## src/rtl/stim_cond_pkg.sv

```systemverilog
package stim_cond_pkg;

    localparam int MODE_W = 2;

    typedef enum logic [MODE_W-1:0] {
        SRC_LOW  = 2'b00,
        SRC_HIGH = 2'b01,
        SRC_PAT  = 2'b10,
        SRC_TOG  = 2'b11
    } src_e;

endpackage

```

## src/rtl/stim_src_sel.sv

```systemverilog
module stim_src_sel
    import stim_cond_pkg::*;
(
    input  logic [MODE_W-1:0] mode_i,
    input  logic              pat_i,
    output logic              lvl_o,
    output logic              tog_o
);

    // static level for the registered path; toggle channels park at 0
    always_comb begin
        lvl_o = 1'b0;
        tog_o = 1'b0;
        case (src_e'(mode_i))
            SRC_LOW:  lvl_o = 1'b0;
            SRC_HIGH: lvl_o = 1'b1;
            SRC_PAT:  lvl_o = pat_i;
            SRC_TOG:  tog_o = 1'b1;
            default:  lvl_o = 1'b0;
        endcase
    end

endmodule

```

## src/rtl/stim_half_shift.sv

```systemverilog
module stim_half_shift #(
    parameter int W = 30
) (
    input  logic         clk,
    input  logic         rst_n,
    input  logic [W-1:0] d_i,
    output logic [W-1:0] q_o
);

    logic [W-1:0] late_d, late_q;

    always_comb begin
        late_d = d_i;
    end

    // falling-edge capture gives the half-period lag
    always_ff @(negedge clk or negedge rst_n) begin
        if (!rst_n) late_q <= '0;
        else        late_q <= late_d;
    end

    assign q_o = late_q;

endmodule

```

## src/rtl/stim_pin_mux.sv

```systemverilog
module stim_pin_mux (
    input  logic clk_i,
    input  logic lvl_i,
    input  logic late_i,
    input  logic tog_i,
    input  logic pol_i,
    input  logic shf_i,
    output logic pin_o
);

    always_comb begin
        if (tog_i)      pin_o = pol_i ^ clk_i ^ shf_i;
        else if (shf_i) pin_o = late_i;
        else            pin_o = lvl_i;
    end

endmodule

```

## src/rtl/stim_out_cond.sv

```systemverilog
module stim_out_cond
    import stim_cond_pkg::*;
#(
    parameter int NCH = 30
) (
    input  logic                clk,
    input  logic                rst_n,
    input  logic [NCH-1:0]      pat_i,
    input  logic [2*NCH-1:0]    mode_i,
    input  logic [NCH-1:0]      tpol_i,
    input  logic [NCH-1:0]      hshift_i,
    output logic [NCH-1:0]      pin_o
);

    typedef struct packed {
        logic [NCH-1:0] lvl;
        logic [NCH-1:0] tog;
        logic [NCH-1:0] pol;
        logic [NCH-1:0] shf;
    } chan_st_t;

    chan_st_t       st_d, st_q;
    logic [NCH-1:0] lvl_c, tog_c, late_q;

    for (genvar ch = 0; ch < NCH; ch++) begin : g_sel
        stim_src_sel u_sel (
            .mode_i (mode_i[ch*MODE_W +: MODE_W]),
            .pat_i  (pat_i[ch]),
            .lvl_o  (lvl_c[ch]),
            .tog_o  (tog_c[ch])
        );
    end

    always_comb begin
        st_d     = st_q;
        st_d.lvl = lvl_c;
        st_d.tog = tog_c;
        st_d.pol = tpol_i;
        st_d.shf = hshift_i;
    end

    always_ff @(posedge clk or negedge rst_n) begin
        if (!rst_n) st_q <= '0;
        else        st_q <= st_d;
    end

    stim_half_shift #(.W(NCH)) u_half (
        .clk   (clk),
        .rst_n (rst_n),
        .d_i   (st_q.lvl),
        .q_o   (late_q)
    );

    for (genvar ch = 0; ch < NCH; ch++) begin : g_mux
        stim_pin_mux u_mux (
            .clk_i  (clk),
            .lvl_i  (st_q.lvl[ch]),
            .late_i (late_q[ch]),
            .tog_i  (st_q.tog[ch]),
            .pol_i  (st_q.pol[ch]),
            .shf_i  (st_q.shf[ch]),
            .pin_o  (pin_o[ch])
        );
    end

endmodule

```

## config.mk

```make
export PLATFORM = sky130hd
export DESIGN_NAME = stim_out_cond
export DESIGN_NICKNAME = d
export VERILOG_FILES = /design/src/rtl/stim_cond_pkg.sv /design/src/rtl/stim_src_sel.sv /design/src/rtl/stim_half_shift.sv /design/src/rtl/stim_pin_mux.sv /design/src/rtl/stim_out_cond.sv
export SDC_FILE = /design/constraint.sdc
export NUM_CORES = 1
export LEC_CHECK = 0
export ABC_AREA = 0
export BUFFER_PORTS_ARGS = -buffer_cell sky130_fd_sc_hd__buf_2
export CORE_AREA = 2 2 170 172
export DETAILED_ROUTE_END_ITERATION = 8
export DIE_AREA = 0 0 172 174
export GPL_ROUTABILITY_DRIVEN = 0
export PLACE_DENSITY = 0.48
export SLEW_MARGIN = 20
export SYNTH_ARGS = -nofsm -noshare
export SYNTH_HDL_FRONTEND = slang
export SYNTH_SLANG_ARGS = --single-unit
```

## constraint.sdc

```tcl
create_clock -name clk -period 1.3 [get_ports clk]
set_input_delay 0.13 -clock clk [delete_from_list [all_inputs] [get_ports clk]]
set_output_delay 0.13 -clock clk [all_outputs]
set_load 0.03 [all_outputs]
```

Word level (Yosys, flattened, before mapping)
Cells that the tools add are included.
- flip-flop bits (word level): 150
- input bits: 152
- output and inout port bits: 30
- logic and storage cells: 275
- multiplexer cells: 120
- equal/unequal tests: 90
- bitwise gates (word level): 60
- operators by type and width (cell ; number):
    $eq 2x2->1 const B ; 60
    $mux 1 ; 90
    $eq 2x1->1 const B ; 30
    $pmux 1 s2 ; 30
    $xor 1x1->1 ; 60

Logic depth before layout (Yosys ltp)
- word-level depth: 3
- depth in mapped cells: 6
- gate-level depth less buffers: 4

Cells and area by module
Synthesis repeated with hierarchy kept, for this count alone.
- cells, all modules: 510
- area total of the unflattened synthesis: 6643.9 µm²
- by module, submodules not included (module ; sequential area each (µm²) ; area each (µm²) ; cells each ; times used):
    stim_out_cond ; 3002.9 ; 3002.9 ; 120 ; 1
    stim_src_sel ; 0.0 ; 53.8 ; 7 ; 30
    stim_pin_mux ; 0.0 ; 42.5 ; 5 ; 30
    stim_half_shift ; 750.7 ; 750.7 ; 30 ; 1

==> flow_summary.toml <==
[yosys]
mappedNetlistArea_um2 = 6940
synth-seq-cells = 150
avgSynthCellArea_um2 = 12.76
synth_warnings = 0
syn-num-nets = 786
syn_inst = 544
ys_seq_area_share_pct = 54.08
synth_cell_types = 13

[sta]
fin_hold_ws_ns = -0.01631
setup_viol = 62
worst_pin_slew_ns = 0.2676
rsz0062_at_grt = "yes"
fin_skew_ns = 0.01029
worst_slack_ns = -1.002
finalHoldViolCount = 1
tns_ns = -27.64
max-slew-margin-rel_pct = 82.16
slew_viol_final = 0

[floorplan]
dieArea_um2 = 29930
rows = 62
io_pins = 182
die_h_um = 174
die_w_um = 172
initial_utilization_pct = 24.58
core_um2 = 28240

[pwr]
clockPowerShare_pct = 79.9
p_sw_mw = 8.459
power_mw = 31.61
ir_drop_mv = 0.9528
powerDensity_nw_per_um2 = 2323
seqPwrFrac_pct = 16.3
p_leak_nw = 6.877
switching_share_pct = 26.76
combPwrFrac_pct = 3.8
p_int_mw = 23.15

[finish]
antenna_cells = 0
nets = 1228
design_area_um2 = 13600
drive_above_1_share_pct = 36.36
area_delta_synth_final_pct = 96.02
postLayoutCoreUtil_pct = 48.18

[global_routing]
grt_use_total_pct = 13.15
overflow = 0
grt_pass1_wl_mm = 30.45
grt_max_degree = 47
grt_pass1_vias = 7763
grt_antenna_before_repair = 0

[critical_path]
cp_max_fo = 4
crit_type = "clk2out"
worstPathRequired_ns = 1.17
path_buf_inv = 6
worst_path_max_delay_cell = "mux2_4"
cp-start-kind = "clock port"
path_cells = "clkbuf_16 -> clkbuf_16 -> clkbuf_16 -> clkbuf_16 -> xnor2_4 -> clkbuf_16 -> mux2_4 -> a21o_1 -> buf_6"
critPathMostFrequentCell = "clkbuf_16"
end_kind = "output port"
crit_path_max_incr_delay_ns = 0.26
crit_arrival_ns = 2.17
cp_top_family = "buffers and inverters"

[route]
drt_first_pass_iters = 4
dr.first_iter.drc_count = 156
routed_wl_mm = 18.46
postRouteAntennaNets = 0
wl_per_cell_um = 13.02
drc = 0
via_count = 5724
via_per_inst = 4.037

[cts]
path_clk_slew_ns = 0.06
cts_tree = "built"
clk_latency_ns = 0.53

[run_status]
status = "finished with violations"
failed_checks = "hold timing, setup timing"

[placement]
port_buffers = 181
hpwlAfterDp_mm = 9.237
place_area_um2 = 8182
pre_cts_slack_ns = -0.3616

[job]
drv_cap = 0

[min_path]
hold_class = "in2reg"
==> logic make-up (layout without fill, tap and decap cells) <==
logic type / Yosys count / count (layout) / synth area share, %
flops: 150 / 150 / 54.08
buf+inv: 94 / 584 / 7.518
fa+ha+maj: 90 / 90 / 16.22
compound gates: 90 / 90 / 8.653
simple gates: 60 / 60 / 3.245
xor+xnor: 30 / 30 / 3.786
mux: 30 / 30 / 6.490
==> state kept, by name, indices dropped and copies added, names as in the netlist <==
| register | count |
|---|---|
| st_q | 120 |
| u_half.q_o | 30 |
==> synth_stat cells <==
cell / count / area [um2]
a211oi_1: 30 / 225.2
a21o_1: 30 / 225.2
xnor2_1: 30 / 262.8
dfrtp_1: 120 / 3003
buf_12: 3 / 60.06
ha_1: 90 / 1126
a21oi_1: 30 / 150.1
dfrtn_1: 30 / 750.7
buf_4: 30 / 225.2
buf_6: 1 / 11.26
nor2_1: 60 / 225.2
inv_1: 60 / 225.2
mux2_4: 30 / 450.4
==> power groups by stage <==
stage	registers (mW)	logic [mW]	clock network, mW
2_1_floorplan	5.15	0.228	3.87
3_3_place_gp	5.18	0.689	2.60
3_5_place_dp	5.19	0.708	2.60
4_1_cts	5.14	1.22	26.6
5_1_grt	5.19	1.35	26.8
6_report	5.16	1.19	25.3
==> per-layer routing <==
layer  vias to the layer above  wire length [um]  GRT usage, %
met3                       105              1691         9.722
met1                      2683              6566         10.42
li1                       2671                 -             -
met5                         -                 0        0.1672
met2                       265              9093         18.17
met4                         0              1108         17.23
==> through the flow <==
stage	hold WS, ns	cells
CTS	0.1232	1452
detailed placement	-0.06446	1088
global route	0.0001421	1418
floorplan	-0.1656	544
global placement	-0.06335	1088
finish	-0.01631	1418
==> path summary, 6_finish.rpt <==
check / start / end / slack (ns) / cells after the start
max in group asynchronous: rst_n / u_half.q_o[11] / 0.31 / 3
worst max-delay path: clk / pin_o[28] / -1.00 / 9
worst min register to register: st_q[93] / u_half.q_o[3] / 0.91 / 0
min in group asynchronous: rst_n / st_q[86] / 0.15 / 3
worst min-delay path: mode_i[4] / st_q[92] / -0.02 / 4
worst max register to register: st_q[114] / u_half.q_o[24] / 0.10 / 0
==> layout by cell type, fill, tap and decap left out, drive strengths merged, types with 60 or more instances in the layout <==
| cell type | synthesis | routed |
|---|---|---|
| buf | 34 | 190 |
| dlygate4sd3 | 0 | 186 |
| dfrtp | 120 | 120 |
| nor2 | 60 | 60 |
| clkbuf | 0 | 128 |
| inv | 60 | 69 |
| ha | 90 | 90 |
==> repair_timing <==
action                                 4_1_cts  5_1_grt
setup endpoints to repair                   60       89
setup buffers                                2        7
hold buffers                               206        1
cloned                                       0        0
endpoints found under the hold margin      240        1
resized for setup                          100       39
pin swaps                                   24       42
==> final cells by class <==
class                           count  area (um2)
Clock buffer                      165        2964
Clock inverter                     15       126.4
Fill cell                        2458       14630
Inverter                           60       225.2
Multi-Input combinational cell    300        3274
Sequential cell                   150        3754
Tap cell                          384       480.5
Timing Repair Buffer              344        2780
(Power assumes the default switching activity.)
